$ cat src/rtl/bip_pkg.sv
package bip_pkg;

    typedef enum logic [1:0] {
        INS_TOP     = 2'd0,
        INS_BOTTOM  = 2'd1,
        INS_BIMODAL = 2'd2,
        INS_RSVD    = 2'd3
    } ins_mode_e;

    // Decide whether a fill goes to the top of the recency order.
    function automatic logic place_at_top(input logic [1:0] mode, input logic draw_zero);
        logic top;
        case (ins_mode_e'(mode))
            INS_TOP:     top = 1'b1;
            INS_BIMODAL: top = draw_zero;
            default:     top = 1'b0;
        endcase
        return top;
    endfunction

endpackage

$ cat src/rtl/bip_lfsr.sv
module bip_lfsr #(
    parameter int          WIDTH = 16,
    parameter logic [15:0] TAPS  = 16'hB400,
    parameter logic [15:0] SEED  = 16'hACE1
) (
    input  logic             clk,
    input  logic             rst_n,
    input  logic             step,
    output logic [WIDTH-1:0] value
);
    logic [WIDTH-1:0] lfsr_d, lfsr_q;
    logic             feedback;

    always_comb begin
        feedback = ^(lfsr_q & TAPS[WIDTH-1:0]);
        lfsr_d   = lfsr_q;
        if (step) begin
            lfsr_d = {lfsr_q[WIDTH-2:0], feedback};
        end
    end

    always_ff @(posedge clk or negedge rst_n) begin
        if (!rst_n) begin
            lfsr_q <= SEED[WIDTH-1:0];
        end else begin
            lfsr_q <= lfsr_d;
        end
    end

    assign value = lfsr_q;
endmodule

$ cat src/rtl/bip_victim_find.sv
module bip_victim_find #(
    parameter int WAYS  = 16,
    parameter int WAY_W = $clog2(WAYS)
) (
    input  logic [WAYS-1:0][WAY_W-1:0] ages,
    output logic [WAY_W-1:0]           victim
);
    localparam logic [WAY_W-1:0] OLDEST = WAY_W'(WAYS - 1);

    always_comb begin
        victim = '0;
        for (int i = 0; i < WAYS; i++) begin
            if (ages[i] == OLDEST) begin
                victim = WAY_W'(i);
            end
        end
    end
endmodule

$ cat src/rtl/bip_age_lane.sv
module bip_age_lane #(
    parameter int AGE_W = 4
) (
    input  logic [AGE_W-1:0] cur_age,
    input  logic             is_target,
    input  logic [AGE_W-1:0] ref_age,
    input  logic             update,
    output logic [AGE_W-1:0] next_age
);
    always_comb begin
        next_age = cur_age;
        if (update) begin
            if (is_target) begin
                next_age = '0;
            end else if (cur_age < ref_age) begin
                next_age = cur_age + AGE_W'(1);
            end
        end
    end
endmodule

$ cat src/rtl/bip_recency_stack.sv
module bip_recency_stack
    import bip_pkg::*;
#(
    parameter int          WAYS          = 16,
    parameter int          LFSR_W        = 16,
    parameter logic [15:0] LFSR_TAPS     = 16'hB400,
    parameter logic [15:0] LFSR_SEED     = 16'hACE1,
    parameter int          THROTTLE_LOG2 = 5
) (
    input  logic                          clk,
    input  logic                          rst_n,
    input  logic                          req_valid,
    input  logic                          req_hit,
    input  logic [$clog2(WAYS)-1:0]       req_way,
    input  logic [1:0]                    req_mode,
    output logic [$clog2(WAYS)-1:0]       victim_way,
    output logic                          fill_mru,
    output logic [WAYS*$clog2(WAYS)-1:0]  way_ages
);
    localparam int WAY_W = $clog2(WAYS);

    typedef logic [WAY_W-1:0] age_t;
    typedef struct packed {
        logic [WAYS-1:0][WAY_W-1:0] age;
    } rank_state_t;

    rank_state_t                 st_d, st_q;
    logic [WAYS-1:0][WAY_W-1:0]  lane_next;
    logic [WAY_W-1:0]            victim_idx;
    logic [WAY_W-1:0]            target_way;
    age_t                        ref_age;
    logic [LFSR_W-1:0]           draw;
    logic                        draw_zero;
    logic                        is_miss;
    logic                        top_fill;
    logic                        promote;

    bip_victim_find #(.WAYS(WAYS), .WAY_W(WAY_W)) u_find (
        .ages   (st_q.age),
        .victim (victim_idx)
    );

    bip_lfsr #(.WIDTH(LFSR_W), .TAPS(LFSR_TAPS), .SEED(LFSR_SEED)) u_rng (
        .clk   (clk),
        .rst_n (rst_n),
        .step  (is_miss),
        .value (draw)
    );

    always_comb begin
        is_miss    = req_valid && !req_hit;
        draw_zero  = (draw[THROTTLE_LOG2-1:0] == '0);
        top_fill   = is_miss && place_at_top(req_mode, draw_zero);
        promote    = (req_valid && req_hit) || top_fill;
        target_way = req_hit ? req_way : victim_idx;
        ref_age    = st_q.age[target_way];
    end

    for (genvar g = 0; g < WAYS; g++) begin : g_lane
        bip_age_lane #(.AGE_W(WAY_W)) u_lane (
            .cur_age   (st_q.age[g]),
            .is_target (target_way == WAY_W'(g)),
            .ref_age   (ref_age),
            .update    (promote),
            .next_age  (lane_next[g])
        );
    end

    always_comb begin
        st_d     = st_q;
        st_d.age = lane_next;
    end

    always_ff @(posedge clk or negedge rst_n) begin
        if (!rst_n) begin
            for (int i = 0; i < WAYS; i++) begin
                st_q.age[i] <= age_t'(i);
            end
        end else begin
            st_q <= st_d;
        end
    end

    assign victim_way = victim_idx;
    assign fill_mru   = top_fill;
    assign way_ages   = st_q.age;
endmodule

$ cat config.mk
export PLATFORM = sky130hd
export DESIGN_NAME = bip_recency_stack
export DESIGN_NICKNAME = d
export VERILOG_FILES = /design/src/rtl/bip_pkg.sv /design/src/rtl/bip_lfsr.sv /design/src/rtl/bip_victim_find.sv /design/src/rtl/bip_age_lane.sv /design/src/rtl/bip_recency_stack.sv
export SDC_FILE = /design/constraint.sdc
export NUM_CORES = 1
export LEC_CHECK = 0
export BUFFER_PORTS_ARGS = -buffer_cell sky130_fd_sc_hd__buf_2
export CAP_MARGIN = 10
export CORE_MARGIN = 1.5
export CORE_UTILIZATION = 60
export DETAILED_ROUTE_END_ITERATION = 8
export GPL_ROUTABILITY_DRIVEN = 0
export HOLD_SLACK_MARGIN = 0.03
export PLACE_DENSITY = 0.82
export REMOVE_ABC_BUFFERS = 1
export SYNTH_ARGS = -nofsm -noshare
export SYNTH_HDL_FRONTEND = slang
export SYNTH_HIERARCHICAL = 1
export SYNTH_SLANG_ARGS = --single-unit
$ cat constraint.sdc
create_clock -name clk -period 5.51 [get_ports clk]
set_clock_uncertainty 0.05 [all_clocks]
set_input_delay 0.2755 -clock clk [delete_from_list [all_inputs] [get_ports clk]]
set_output_delay 0.2755 -clock clk [all_outputs]
set_load 0.02 [all_outputs]
## After elaboration in Yosys (flattened, before gate mapping)

Index checks and enable logic that the tools add are counted.

| operators by class | value |
|---|---|
| mux-type cells | 51 |
| reductions and logical operators | 41 |
| add/subtract/negate cells | 16 |
| order comparisons | 17 |
| equal/unequal tests | 31 |

Operator list:

| kind | count |
|---|---|
| $mux W4 | 42 |
| $eq A4 B4 Y1 const B | 23 |
| $add A4 B1 Y4 const B | 16 |
| $lt A4 B4 Y1 | 16 |
| $reduce_and A2 Y1 | 16 |
| $reduce_bool A2 Y1 | 16 |
| $bmux W4 S4 | 1 |
| $eq A4 B3 Y1 const B | 4 |
| $reduce_xor A16 Y1 | 1 |
| $mux W3 | 4 |
| $eq A4 B2 Y1 const B | 2 |
| $logic_not A5 Y1 | 1 |
| $lt A4 B5 Y1 const B | 1 |
| $eq A4 B1 Y1 const B | 1 |
| $logic_not A4 Y1 | 1 |
| $mux W2 | 2 |
| $logic_and A1 B1 Y1 | 3 |
| $eq A2 B2 Y1 const B | 1 |
| $logic_not A2 Y1 | 1 |
| $pmux W1 S2 | 1 |
| $logic_not A1 Y1 | 1 |
| $logic_or A1 B1 Y1 | 1 |
| $mux W1 | 1 |

| word-level totals | value |
|---|---|
| flip-flop bits (word level) | 80 |
| output and inout port bits | 69 |
| word-level logic and storage cells | 173 |
| input bits | 10 |

## Depth between registers and ports, before layout

| logic depth | value |
|---|---|
| depth in word-level cells | 22 |
| gate-level depth with buffers | 15 |
| mapped depth without buffers | 14 |

## Cells and area by module

The synthesis kept the hierarchy.

Modules (own cells, without submodules):

| module | times used | area each (µm²) | cells each | seq. area each (µm²) |
|---|---|---|---|---|
| bip_age_lane | 16 | 186.4 | 27 | 0.0 |
| bip_recency_stack | 1 | 2537.4 | 186 | 1641.6 |
| bip_lfsr | 1 | 675.6 | 38 | 410.4 |
| bip_victim_find | 1 | 280.3 | 40 | 0.0 |

## Least setup slack after synthesis

No wires, ideal clock.

| timing path | value |
|---|---|
| path kind | register -> register |
| from | register st_q, in the netlist way_ages[52] |
| to | register st_q, in the netlist way_ages[47] |
| setup time | 0.073 ns |
| required time | 5.387 ns |
| stages on the path, launching flop included | 16 |
| clock period less this slack | 4.551 ns |
| buffers on the path | 1 |
| path slack | 0.959 ns |
| arrival | 4.428 ns |
| cells stage by stage | dfstp_2 -> nand4_1 -> o21ai_0 -> o32ai_1 -> a21oi_1 -> mux2_4 -> buf_6 -> mux4_2 -> and2_1 -> or4_1 -> inv_1 -> ha_1 -> o211ai_2 -> o211ai_2 -> or3_1 -> a21oi_1 |

| between the ends | value |
|---|---|
| word-level cells in the longest chain between the ends | 10 |
| elaborated cells on any way between the ends | 12 |
| those cells by class | 1 x order compare; 2 x eq/ne; 7 x mux; 2 x reduce/logical |

RTL lines:

| element | line | RTL |
|---|---|---|
| start, declared | bip_recency_stack.sv:27 | `rank_state_t st_d, st_q;` |
| start signal, assigned | bip_recency_stack.sv:80 | `st_q <= st_d;` |
| $eq A4 B4 Y1 | bip_victim_find.sv:13 | `if (ages[i] == OLDEST) begin` |
| $mux W4 (3 in series) | bip_victim_find.sv:13 |  |
| via victim_way[0] | bip_recency_stack.sv:16 | `output logic [$clog2(WAYS)-1:0] victim_way,` |
| $mux W4 | bip_recency_stack.sv:55 | `target_way = req_hit ? req_way : victim_idx;` |
| $bmux W4 S4 | bip_recency_stack.sv:56 | `ref_age = st_q.age[target_way];` |
| $mux W4 (not written as such) | bip_recency_stack.sv:56 |  |
| via ref_age[1] | bip_recency_stack.sv:31 | `age_t ref_age;` |
| $lt A4 B4 Y1 | bip_age_lane.sv:15 | `end else if (cur_age < ref_age) begin` |
| $reduce_bool A2 Y1 (no source line) | - |  |
| $reduce_and A2 Y1 (no source line) | - |  |

The timed path passes the listed nets, and every way through them passes these cells. The select of a mux whose other input is x is not followed.
A chain may end at the register's enable or synchronous reset.

## Final worst setup path

| timing path | value |
|---|---|
| from | register st_q, in the netlist way_ages[57] |
| to | register st_q, in the netlist way_ages[39] |

| between the ends | value |
|---|---|
| word-level cells in the longest chain between the ends | 9 |
| elaborated cells on any way between the ends | 11 |
| those cells by class | 1 x order compare; 2 x eq/ne; 6 x mux; 2 x reduce/logical |

RTL lines:

| element | line |
|---|---|
| $eq A4 B4 Y1 | bip_victim_find.sv:13 |
| $mux W4 (2 in series) | bip_victim_find.sv:13 |
| $mux W4 | bip_recency_stack.sv:55 |
| $bmux W4 S4 | bip_recency_stack.sv:56 |
| $mux W4 (not written as such) | bip_recency_stack.sv:56 |
| via ref_age[3] | bip_recency_stack.sv:31 |
| $lt A4 B4 Y1 | bip_age_lane.sv:15 |
| $reduce_bool A2 Y1 (no source line) | - |
| $reduce_and A2 Y1 (no source line) | - |

The timed path passes the listed nets, and every way through them passes these cells. The select of a mux whose other input is x is not followed.

==> results.py <==
metrics = {
    "finish": {
        "n_fill_cell": 825,
        "diodes": 0,
        "area_growth_pct": 11.2,
        "fin_nets": 850,
        "drive_gt1_share_pct": 26.8,
    },
    "sta": {
        "holdWs_ns": 0.0267,
        "setup_viol": 0,
        "worst_pin_slew_ns": 0.992,
        "slew_violations": 0,
        "hold_viol": 0,
        "rsz0062_at_grt": "no",
        "tns_ns": 0,
        "max_slew_margin_pct": 33.9,
        "min_period_ns": 4.95,
        "fmax_ghz": 0.202,
        "finalCritPeriodShare_pct": 89.8,
    },
    "global_routing": {
        "grt_max_degree": 81,
        "track_usage_pct": 30.8,
        "grt_pass1_vias": 5864,
        "grt_pass1_wl_mm": 28.0,
        "antenna_found_initial": 0,
        "grt.overflow.total": 0,
    },
    "floorplan": {
        "core_area_sq_mm": 0.0104,
        "die_w_microns": 107,
        "ios": 79,
        "die_height_microns": 107,
        "rows": 37,
        "start_util_pct": 62.2,
        "dieArea_sq_mm": 0.0114,
    },
    "synthesis": {
        "async_flop_share_pct": 100,
        "synth_top_area_share_pct": 16.2,
        "synth_fa_ha_area_share_pct": 12.4,
        "ys_types": 43,
        "avgSynthCellArea_sq_um": 9.30,
        "syn_area_sq_mm": 0.00648,
        "synth_compound_area_share_pct": 18.2,
        "yosysTopAreaCell": "dfstp_2",
        "yosys_warnings": 6,
        "synth_xor_area_share_pct": 2.57,
        "synthTopCellsByCount": "o21ai_0 (74), inv_1 (65), ha_1 (64)",
        "ys_ff_latch": 80,
        "synthMuxAreaShare_pct": 6.43,
        "seq_area_frac_synth_pct": 31.7,
        "synthMostInstantiatedCell": "o21ai_0",
        "synth_edf_count": 0,
        "synth_top_family_by_area": "simple AND/OR/NAND/NOR gates",
        "synthCells": 696,
        "synth_flop_cell": "dfstp_2",
        "yosys.area_share.simple_pct": 23.7,
        "synth_area_leaders": "dfstp_2 (16%), dfrtp_1 (15%), ha_1 (12%)",
    },
    "drt": {
        "dr.pass1.iters": 5,
        "post_drt_wl_per_cell_microns": 18.4,
        "viasPerCell": 6.42,
        "vias": 5884,
        "drt-initial-drc-count": 445,
        "wirelength_mm": 16.8,
        "drc": 0,
        "drtAntennaViolNets": 0,
    },
    "clock_tree": {
        "cts_buffers": 9,
        "ctsResizeCount": 0,
        "ctsHoldBuffers": 0,
        "cts_tree": "yes",
        "cts.path.max_buffers": 2,
        "clkLatencyLatePin_ns": 0.36,
        "post-cts-setup-buffers": 0,
        "cts_htree_levels": 3,
        "cts_sinks": 80,
        "cts_root_buffer": "clkbuf_8",
        "clk_pin_slew_ns": 0.08,
    },
    "pwr": {
        "cellPowerDensity_mw_per_mm2": 190,
        "p_leak_uw": 0.00320,
        "ir_drop_mv": 0.171,
    },
    "worst_setup_path": {
        "worstPathMaxFanout": 16,
        "max_stage_delay_ns": 0.70,
        "startpoint_type": "flip-flop",
        "slowest_stage": "or4_1",
        "crit_path_end_kind": "flip-flop",
        "path_cells": "and4_1 -> nor2_1 -> o32ai_1 -> a21oi_1 -> buf_4 -> nor3b_1 -> o21ai_0 -> a41oi_1 -> or4_1 -> inv_1 -> ha_1 -> o211ai_2 -> o211ai_2 -> or3_1 -> a21oi_1",
        "crit_type": "reg -> reg",
        "critPathArrivalTime_ns": 5.19,
        "worstPathRequired_ns": 5.75,
    },
    "run_status": {
        "status": "completed",
    },
    "flow_run": {
        "drv_cap": 0,
    },
    "worst_hold_path": {
        "hold_path_class": "in -> async",
    },
    "place": {
        "hpwl_mm": 12.0,
        "port_buffers": 78,
    },
}
## flip-flops by register name, indices dropped and copies added, names as in the netlist
signal	count
way_ages	64
u_rng/value	16
## path summary, 6_finish.rpt
check,endpoint,slack [ns],cells past startpoint,from
min in group clk,u_rng/value[15],0.46,1,u_rng/value[14]
worst min register to register,u_rng/value[15],0.46,1,u_rng/value[14]
worst min-delay path,way_ages[24],0.03,1,rst_n
max in group asynchronous,u_rng/value[4],4.75,1,rst_n
worst max-delay path,way_ages[39],0.56,15,way_ages[57]
worst max register to register,way_ages[39],0.56,15,way_ages[57]
## power by group
group          internal [uW]  switching, uW  total (uW)
clock                    270            222         492
sequential               666           39.2         705
combinational           94.7           77.8         172
## stage by stage
step                std cells  utilization [%]  cell area, sq um  total power, uW  setup slack (ns)
CTS                       917             69.2              7200             1380             0.813
global placement          901             67.0              6980              875             0.974
global route              917             69.2              7200             1430             0.334
floorplan                 684                -              6400              830             0.642
finish                    917             69.2              7200             1370             0.564
detailed placement        901             67.0              6980              886             0.868
## cells in the final DEF, fill, tap and decap left out, types with 11 or more instances in the layout
master,count
a21oi_1,34
a31oi_1,11
and2_1,20
and4_1,11
buf_2,77
dfrtp_1,40
dfstp_2,40
ha_1,64
inv_1,65
nand2_1,52
nand3_1,33
nand4_1,12
nor2_1,38
nor2b_1,22
nor3b_2,16
o211ai_2,32
o21ai_0,74
or3_1,34
xor2_1,16
## per-layer routing
layer  wire length [microns]  vias to the layer above  global-route usage, %
met5                       0                        -                      0
met1                    6810                     2845                   38.7
met4                     462                        0                   14.0
met2                    8350                      273                   51.6
met3                    1220                       45                   5.59
li1                        -                     2721                      -
## worst max-delay path: cells and delay by family (launching register included)
family | cells | cell delay [ns]
AOI/OAI and AO/OA | 7 | 1.42
and+or+nand+nor | 5 | 2.09
adders and majority gates | 1 | 0.36
DFF | 1 | 0.63
buffers and inverters | 2 | 0.30
## cell type report
| cell class | count | area [sq um] | area share [%] |
|---|---|---|---|
| sequential | 80 | 2050 | 28.5 |
| clock inverter | 4 | 76.3 | 1.06 |
| tap | 136 | 170 | 2.36 |
| timing repair buffer | 81 | 415 | 5.77 |
| inverter | 65 | 244 | 3.39 |
| multi-input combinational | 539 | 4100 | 56.9 |
| clock buffer | 12 | 145 | 2.01 |
## logic make-up after synthesis
family                     count (synthesis)
AOI/OAI and AO/OA                        171
xor gates and xnor gates                  19
adders and majority gates                 64
buffers and inverters                     77
DFF                                       80
muxes                                     25
and+or+nand+nor                          260
(Power assumes the default switching activity.)
